$ cat config.mk
export PLATFORM = sky130hd
export DESIGN_NAME = quad_carrier_synth
export DESIGN_NICKNAME = d
export VERILOG_FILES = /design/src/rtl/quad_carrier_synth_pkg.sv /design/src/rtl/quad_carrier_nco.sv /design/src/rtl/quad_carrier_cos_lut.sv /design/src/rtl/quad_carrier_sum.sv /design/src/rtl/quad_carrier_synth.sv
export SDC_FILE = /design/constraint.sdc
export NUM_CORES = 2
export LEC_CHECK = 0
export BUFFER_PORTS_ARGS = -buffer_cell sky130_fd_sc_hd__buf_2
export CORE_MARGIN = 5
export CORE_UTILIZATION = 45
export CTS_BUF_LIST = sky130_fd_sc_hd__clkbuf_4
export DETAILED_ROUTE_END_ITERATION = 8
export PLACE_DENSITY_LB_ADDON = 0.1
export SLEW_MARGIN = 0
export SYNTH_ARGS = -nofsm -noshare
export SYNTH_HDL_FRONTEND = slang
export SYNTH_SLANG_ARGS = --single-unit
$ cat constraint.sdc
create_clock -name clk -period 16.85 [get_ports clk]
set_clock_uncertainty 0.15 [all_clocks]
set_input_delay 5.055 -clock clk [delete_from_list [all_inputs] [get_ports clk]]
set_output_delay 5.055 -clock clk [all_outputs]
set_load 0.01 [all_outputs]
$ cat src/rtl/quad_carrier_synth_pkg.sv
package quad_carrier_synth_pkg;

    // Fixed frequency grid of the band
    localparam longint unsigned FC_BASE_HZ  = 64'd5_000_000;
    localparam longint unsigned FC_STEP_HZ  = 64'd100_000;
    localparam int              CODE_W      = 8;
    localparam int unsigned     FC_CODE_MAX = 250;

    // Quarter-wave table geometry
    localparam int LUT_AW    = 8;
    localparam int PHASE_TOP = LUT_AW + 2;

    typedef enum logic [1:0] {
        QUAD_0   = 2'd0,
        QUAD_90  = 2'd1,
        QUAD_180 = 2'd2,
        QUAD_270 = 2'd3
    } quad_e;

    typedef struct packed {
        logic [1:0]        quadrant;
        logic [LUT_AW-1:0] index;
    } lut_addr_t;

    // Phase increment scaled by 2^(acc_w + frac_w), floor.
    // Done as integer part plus remainder so nothing exceeds 64 bits.
    function automatic longint unsigned scaled_inc(
        input longint unsigned f_hz,
        input longint unsigned fs_hz,
        input int              acc_w,
        input int              frac_w
    );
        longint unsigned x;
        longint unsigned ip;
        longint unsigned rem;
        longint unsigned fp;
        x   = f_hz << acc_w;
        ip  = x / fs_hz;
        rem = x % fs_hz;
        fp  = (rem << frac_w) / fs_hz;
        return (ip << frac_w) | fp;
    endfunction

    function automatic logic [CODE_W-1:0] clamp_code(input logic [CODE_W-1:0] code);
        if (code > CODE_W'(FC_CODE_MAX))
            return CODE_W'(FC_CODE_MAX);
        return code;
    endfunction

endpackage

$ cat src/rtl/quad_carrier_nco.sv
module quad_carrier_nco
    import quad_carrier_synth_pkg::*;
#(
    parameter int              ACC_W  = 32,
    parameter int              FRAC_W = 16,
    parameter longint unsigned FS_HZ  = 64'd125_000_000
) (
    input  logic              clk,
    input  logic              rst,
    input  logic              ce,
    input  logic              en,
    input  logic [CODE_W-1:0] code,
    input  quad_e             quad,
    output lut_addr_t         addr_o
);

    localparam int TWX_W = ACC_W + FRAC_W;
    localparam longint unsigned BASE_X = scaled_inc(FC_BASE_HZ, FS_HZ, ACC_W, FRAC_W);
    localparam longint unsigned STEP_X = scaled_inc(FC_STEP_HZ, FS_HZ, ACC_W, FRAC_W);
    localparam logic [TWX_W-1:0] HALF_X = TWX_W'(1) << (FRAC_W - 1);

    logic [CODE_W-1:0] code_c;
    logic [TWX_W-1:0]  tw_x;
    logic [ACC_W-1:0]  tw;
    logic [ACC_W-1:0]  acc;
    logic [PHASE_TOP-1:0] phase;

    // Tuning word: base + k * step in extended precision, then rounded
    always_comb begin
        code_c = clamp_code(code);
        tw_x   = BASE_X[TWX_W-1:0]
               + TWX_W'(code_c) * STEP_X[TWX_W-1:0]
               + HALF_X;
        tw     = tw_x[TWX_W-1:FRAC_W];
    end

    always_ff @(posedge clk) begin
        if (rst) begin
            acc <= '0;
        end else if (ce) begin
            if (en)
                acc <= acc + tw;
            else
                acc <= '0;
        end
    end

    // Quadrant offset lands on the two most significant phase bits only
    always_comb begin
        phase  = acc[ACC_W-1 -: PHASE_TOP] + {quad, {LUT_AW{1'b0}}};
        addr_o = lut_addr_t'(phase);
    end

endmodule

$ cat src/rtl/quad_carrier_cos_lut.sv
module quad_carrier_cos_lut
    import quad_carrier_synth_pkg::*;
#(
    parameter int CAR_W = 12
) (
    input  logic                    clk,
    input  logic                    rst,
    input  logic                    ce,
    input  logic                    en,
    input  lut_addr_t               addr,
    output logic signed [CAR_W-1:0] val_o
);

    localparam int  DEPTH = 2 ** LUT_AW;
    localparam int  MAG_W = CAR_W - 1;
    localparam real AMP   = real'((2 ** (CAR_W - 1)) - 1);
    localparam real PI    = 3.141592653589793;

    logic [MAG_W-1:0] rom [DEPTH];

    // Quarter-wave sine sampled at bin centres
    for (genvar g = 0; g < DEPTH; g++) begin : g_rom
        localparam real ANG = (real'(g) + 0.5) * PI / real'(4 * DEPTH) * 2.0;
        localparam int  VAL = $rtoi(AMP * $sin(ANG) + 0.5);
        assign rom[g] = MAG_W'(VAL);
    end

    logic [LUT_AW-1:0]       idx;
    logic                    neg;
    logic [MAG_W-1:0]        mag;
    logic signed [CAR_W-1:0] cosv;

    // cos rebuilt from sin: mirror in quadrants 0 and 2, negate in 1 and 2
    always_comb begin
        idx  = addr.quadrant[0] ? addr.index : ~addr.index;
        neg  = addr.quadrant[1] ^ addr.quadrant[0];
        mag  = rom[idx];
        cosv = neg ? -$signed({1'b0, mag}) : $signed({1'b0, mag});
    end

    always_ff @(posedge clk) begin
        if (rst)
            val_o <= '0;
        else if (ce)
            val_o <= en ? cosv : '0;
    end

endmodule

$ cat src/rtl/quad_carrier_sum.sv
module quad_carrier_sum #(
    parameter int NUM_CAR = 4,
    parameter int CAR_W   = 12,
    parameter int OUT_W   = 14
) (
    input  logic                    clk,
    input  logic                    rst,
    input  logic                    ce,
    input  logic signed [CAR_W-1:0] car_i [NUM_CAR],
    output logic signed [OUT_W-1:0] sum_o
);

    logic signed [OUT_W-1:0] total;

    always_comb begin
        total = '0;
        for (int i = 0; i < NUM_CAR; i++)
            total = total + OUT_W'(car_i[i]);
    end

    always_ff @(posedge clk) begin
        if (rst)
            sum_o <= '0;
        else if (ce)
            sum_o <= total;
    end

endmodule

$ cat src/rtl/quad_carrier_synth.sv
module quad_carrier_synth
    import quad_carrier_synth_pkg::*;
#(
    parameter int              NUM_CAR = 4,
    parameter int              ACC_W   = 32,
    parameter int              FRAC_W  = 16,
    parameter int              CAR_W   = 12,
    parameter longint unsigned FS_HZ   = 64'd125_000_000,
    parameter int              OUT_W   = CAR_W + $clog2(NUM_CAR)
) (
    input  logic                        clk,
    input  logic                        rst,
    input  logic                        ce,
    input  logic [NUM_CAR-1:0]          car_en,
    input  logic [NUM_CAR*CODE_W-1:0]   car_code,
    input  logic [1:0]                  quad,
    output logic signed [OUT_W-1:0]     sample_o
);

    lut_addr_t               addr [NUM_CAR];
    logic signed [CAR_W-1:0] car_val [NUM_CAR];
    quad_e                   quad_q;

    assign quad_q = quad_e'(quad);

    for (genvar g = 0; g < NUM_CAR; g++) begin : g_car
        quad_carrier_nco #(
            .ACC_W  (ACC_W),
            .FRAC_W (FRAC_W),
            .FS_HZ  (FS_HZ)
        ) u_nco (
            .clk    (clk),
            .rst    (rst),
            .ce     (ce),
            .en     (car_en[g]),
            .code   (car_code[g*CODE_W +: CODE_W]),
            .quad   (quad_q),
            .addr_o (addr[g])
        );

        quad_carrier_cos_lut #(
            .CAR_W (CAR_W)
        ) u_lut (
            .clk   (clk),
            .rst   (rst),
            .ce    (ce),
            .en    (car_en[g]),
            .addr  (addr[g]),
            .val_o (car_val[g])
        );
    end

    quad_carrier_sum #(
        .NUM_CAR (NUM_CAR),
        .CAR_W   (CAR_W),
        .OUT_W   (OUT_W)
    ) u_sum (
        .clk   (clk),
        .rst   (rst),
        .ce    (ce),
        .car_i (car_val),
        .sum_o (sample_o)
    );

endmodule

# Word level (Yosys, flattened, before mapping)
# Memories as Yosys holds them, arrays and structs flattened.
# Index checks and enable logic that the tools add are counted.
# W data, S select, Z words.
word_totals:
  mem_bits_ro: 11264
  wordCells: 96
  register_bits: 190
  inputBits: 41
  memories: 4
op_classes:
  add_sub_neg: 23
  bitwise_logic: 12
  order_cmp: 8
  mul: 4
  mux: 36
mem_list:
  columns: ["name", "depth", "word_bits", "read_ports", "rd_clocked_by_memory_dff", "write_ports", "line", "source"]
  rows:
  - ["(no name shown)", 256, 11, 1, 0, 0, "quad_carrier_cos_lut.sv:37", "mag = rom[idx];"]
  - ["(no name shown)", 256, 11, 1, 0, 0, "quad_carrier_cos_lut.sv:37", null]
  - ["(no name shown)", 256, 11, 1, 0, 0, "quad_carrier_cos_lut.sv:37", null]
  - ["(no name shown)", 256, 11, 1, 0, 0, "quad_carrier_cos_lut.sv:37", null]
ops:
  columns: ["op", "count"]
  rows:
  - ["$add A48 B16 Y48 const B", 4]
  - ["$add A44 B46 Y47 const A", 4]
  - ["$mul A8 B35 Y43 const B", 4]
  - ["$add A32 B32 Y32", 4]
  - ["$mux W32", 4]
  - ["$mux W12", 8]
  - ["$mux W8", 12]
  - ["$mux W11", 8]
  - ["$neg A11 Y12", 4]
  - ["$add A10 B10 Y10", 4]
  - ["$ge A9 B9 Y1 const B", 4]
  - ["$not A8 Y9", 4]
  - ["$gt A8 B8 Y1 const B", 4]
  - ["$not A8 Y8", 4]
  - ["$add A13 B12 Y14", 1]
  - ["$add A14 B12 Y14", 1]
  - ["$add A12 B12 Y13", 1]
  - ["$mux W1", 4]
  - ["$xor A1 B1 Y1", 4]

# Longest topological paths before layout
logic_depth:
  depth_word: 10
  depth_mapped: 42
  mapped_depth_nobuf: 41

# By module
# Synthesis repeated with hierarchy kept, for this count alone.
unflattened:
  hier_cells: 8540
  hier_area_um2: 62763.9
by_module_without_submodules:
  columns: ["mod", "n_inst", "area_per_inst_um2", "cells_per_inst"]
  rows:
  - ["quad_carrier_cos_lut (g_car[0].u_lut ...)", 3, 6535.0, 1017]
  - ["quad_carrier_nco (g_car[2].u_nco ...)", 2, 8630.8, 1072]
  - ["quad_carrier_nco (g_car[1].u_nco)", 1, 8829.7, 1101]
  - ["quad_carrier_nco (g_car[0].u_nco)", 1, 8539.4, 1044]
  - ["quad_carrier_cos_lut (g_car[2].u_lut)", 1, 6723.9, 990]
  - ["quad_carrier_sum", 1, 1804.2, 210]

# Least setup slack after synthesis
# OpenSTA, ideal clock, no wires.
synth_timing:
  path_kind: "in2reg"
  start: "input port car_code[4]"
  end: "register g_car[0].u_nco.acc[31]"
  cell_stages: 37
  t_arrival_ns: 14.060
  setup_slack_ns: 2.508
  t_required_ns: 16.567
  path_buffers: 1
  cell_sequence: "clkbuf_1 -> nand4_1 -> o21ai_0 -> inv_1 -> ha_1 -> inv_1 -> fa_1 -> inv_1 -> fa_1 -> ha_1 -> or2_1 -> or3_1 -> or3_1 -> a21o_1 -> a2111o_1 -> or4_1 -> o41ai_1 -> a32o_1 -> nand3_1 -> or2_1 -> nor4_2 -> a31oi_1 -> xor2_1 -> ha_1 -> a21o_1 -> a21o_1 -> a21o_1 -> a21o_1 -> a21o_1 -> a21oi_1 -> a21boi_0 -> o31ai_1 -> a21oi_1 -> and4_1 -> a2111oi_0 -> or3_1 -> a31oi_1"
synth_via:
  elab_chain_cells: 8
synth_lines:
  columns: ["element", "line", "source"]
  rows:
  - ["start, declared", "quad_carrier_synth.sv:15", "input logic [NUM_CAR*CODE_W-1:0] car_code,"]
  - ["$gt A8 B8 Y1", "quad_carrier_synth_pkg.sv:45", "if (code > CODE_W'(FC_CODE_MAX))"]
  - ["$mux W1", "quad_carrier_synth_pkg.sv:45", null]
  - ["$mux W8 *", "quad_carrier_synth_pkg.sv:47", "return code;"]
  - ["$mul A8 B35 Y43 *", "quad_carrier_nco.sv:32", "+ TWX_W'(code_c) * STEP_X[TWX_W-1:0]"]
  - ["$add A44 B46 Y47 *", "quad_carrier_nco.sv:32", null]
  - ["$add A48 B16 Y48 *", "quad_carrier_nco.sv:33", "+ HALF_X;"]
  - ["$add A32 B32 Y32 *", "quad_carrier_nco.sv:42", "acc <= acc + tw;"]
  - ["$mux W32 *", "quad_carrier_nco.sv:41", "if (en)"]
  - ["end signal, assigned", "quad_carrier_nco.sv:42", null]
  - ["end, declared", "quad_carrier_nco.sv:25", "logic [ACC_W-1:0] acc;"]
# Mark *: on every way between the ends. The rest lies on a longest branch, timed or not.
# A chain may end at the register's enable or synchronous reset.

# Worst setup path in the final report
# Same ends and word-level chain as after synthesis.

==> impl_metrics.yaml <==
run_status:
  outcome: "complete, no violations"
placement:
  gp_congestion: 0.955
  dp_hpwl_um: 128000
  io_buffers: 54
die:
  dieArea_um2: 127000
  rows: 127
  initial_core_util_pct: 45.1
  core_um2: 119000
  ios: 55
  fp.dieH_um: 356
  die_x_um: 356
clocking:
  cts_tree: "built"
  root_buffer: "clkbuf_4"
  cts-resized-gates: 0
  htree_levels: 4
  cts_buffer_depth: 2
  post-cts-setup-buffers: 0
  cts_buffers: 17
  clk-insertion-delay-late_ps: 820
  cts-hold-fix-buffers: 0
  path_clk_slew_ps: 190
  cts_num_sinks: 190
worst_setup_path:
  crit_fanout: 10
  cp_slowest_cell: "or4_1"
  crit_start: "car_code[4]"
  crit_path_start_kind: "primary input"
  end_kind: "flop"
  cp_data_arrival_time_ps: 15500
  worstSetupPathType: "primary input to flop"
  r2r-start: "g_car[0].u_nco.acc[30]"
  path_common_cell: "a21o_1"
  crit_required_ps: 17410
  critical_path.max_stage_delay_ps: 600
synthesis:
  synth.cell_area_um2: 53800
  ys_ff_latch: 190
  synthCells: 7411
  syn_nets: 8374
  synth_enable_flop_cells: 0
  ys_seq_area_share_pct: 7.06
  yosysTopAreaCell: "ha_1"
  yosysMostFrequentCell: "nor2_1"
  yosysWarningCount: 0
  ys_top_cells_by_count: "nor2_1, inv_1, ha_1"
  synth_cell_types: 125
  synth.avg_cell_area_um2: 7.26
  async_flop_share_pct: 0
  ys_top_cells_by_area: "ha_1, fa_1, dfxtp_1"
  synthFlopType: "dfxtp_1"
  synth_top_area_share_pct: 14.2
final_layout:
  layout.nets: 8089
  drive_above_1_share_pct: 4.83
  fillers: 12184
  area_growth_pct: 3.37
grt:
  met3_usage_pct: 3.41
  grt_pass1_wl_um: 272000
  top_usage_layer: "met2"
  grt_max_degree: 82
  antenna_found_initial: 4
  use_met2_pct: 41.1
  grt_util_all_layers_pct: 25.5
  use_met1_pct: 36.4
  gr-total-overflow: 0
  grt_pass1_vias: 50479
routing:
  drt_wl_total_um: 168000
  via_per_inst: 6.13
  drt_first_iter_violations: 4365
  ant_nets: 0
  vias: 53658
  dr.pass1.iters: 6
  wire_per_inst_um: 19.2
  drc: 0
timing:
  hold_violations: 0
  setup_viol: 0
  tns_ps: 0
  finalMaxSlewViolations: 0
  finalCritPeriodShare_pct: 88.7
  period_needed_ps: 14940
  rsz0062_at_grt: "false"
  slew_headroom_pct: 18.8
  worst_pin_slew_ps: 1210
  max_freq_mhz: 66.9
run:
  maxCapViolCount: 0
hold_path:
  hp-class: "flop to flop"
  worstHoldStart: "g_car[2].u_nco.acc[19]"
## cells in the final DEF, fill, tap and decap left out, types with 52 or more instances in the layout
| cell | netlist | final |
|---|---|---|
| dfxtp_1 | 190 | 187 |
| o22ai_1 | 64 | 64 |
| buf_4 | 0 | 91 |
| a31oi_1 | 116 | 116 |
| xnor2_1 | 341 | 325 |
| nand2_1 | 600 | 600 |
| a311oi_1 | 52 | 52 |
| o211ai_1 | 131 | 131 |
| nand4_1 | 56 | 56 |
| inv_1 | 623 | 622 |
| ha_1 | 613 | 610 |
| o21ai_0 | 482 | 482 |
| xor2_1 | 169 | 161 |
| a22oi_1 | 126 | 126 |
| and3_1 | 72 | 72 |
| a211oi_1 | 108 | 108 |
| fa_1 | 309 | 309 |
| nor2b_1 | 80 | 80 |
| buf_2 | 20 | 53 |
| or3_1 | 61 | 61 |
| and2_1 | 59 | 59 |
| nor3_1 | 181 | 181 |
| nand3_1 | 175 | 175 |
| a21o_1 | 153 | 153 |
| o21a_1 | 63 | 63 |
| nor2_1 | 676 | 673 |
| a21oi_1 | 562 | 562 |
| nand2b_1 | 81 | 81 |
## per-stage QoR
step	hold slack, ps	instance area, um2	utilization (%)	worst slack [ps]	std cells
2_1_floorplan	276	53800	-	2510	7411
3_3_place_gp	300	55300	46.4	1400	8719
3_5_place_dp	295	55300	46.4	1230	8719
4_1_cts	333	55600	46.6	2130	8751
5_1_grt	343	55700	46.6	1210	8754
6_report	333	55700	46.6	1910	8754
## final timing paths
check | to | cells after the start | slack (ps)
hold reg to reg | g_car[2].u_nco.acc[19] | 2 | 330
setup / recovery | g_car[0].u_nco.acc[31] | 37 | 1910
setup reg to reg | g_car[0].u_lut.val_o[10] | 18 | 10330
hold / removal | g_car[2].u_nco.acc[19] | 2 | 330
## critical path, delay by kind of cell
kind                       cells  cell delay [ps]
AOI/OAI and AO/OA             19             5070
xor gates and xnor gates       2              360
adders and majority gates      5             2240
buffers and inverters          4              850
and+or+nand+nor                7             1920
## sequential cells by signal, summed over array words and instances (netlist names)
name	cells
g_car.u_nco.acc	128
g_car.u_lut.val_o	48
u_sum.sum_o	14
## logic make-up after synthesis
kind of cell	count (synthesis)	synth area share, %
compound gates	2404	29.9
simple gates	2247	20.0
buf+inv	1083	7.62
fa+ha+maj	924	25.8
xor+xnor	511	8.34
flops	190	7.06
mux	52	1.26
## area by class of cell
| cell class | count | area, um2 | area share, % |
|---|---|---|---|
| Antenna cell | 3 | 7.51 | 0.0135 |
| Clock buffer | 17 | 128 | 0.229 |
| Clock inverter | 15 | 186 | 0.335 |
| Inverter | 634 | 2380 | 4.28 |
| Multi-Input combinational cell | 6138 | 46200 | 82.9 |
| Sequential cell | 190 | 3810 | 6.84 |
| Tap cell | 1612 | 2020 | 3.62 |
| Timing Repair Buffer | 145 | 960 | 1.72 |
## routing by layer
layer	wire [um]	up-vias	part of all wire [%]
li1	-	26217	-
met3	10200	224	6.1
met2	75700	1658	45
met5	12	-	0.0072
met1	78500	25557	47
met4	3350	2	2.0
Power is left out: the tool's default activity adds up to more than one toggle a clock period on the data nets, which glitch-free logic cannot reach.
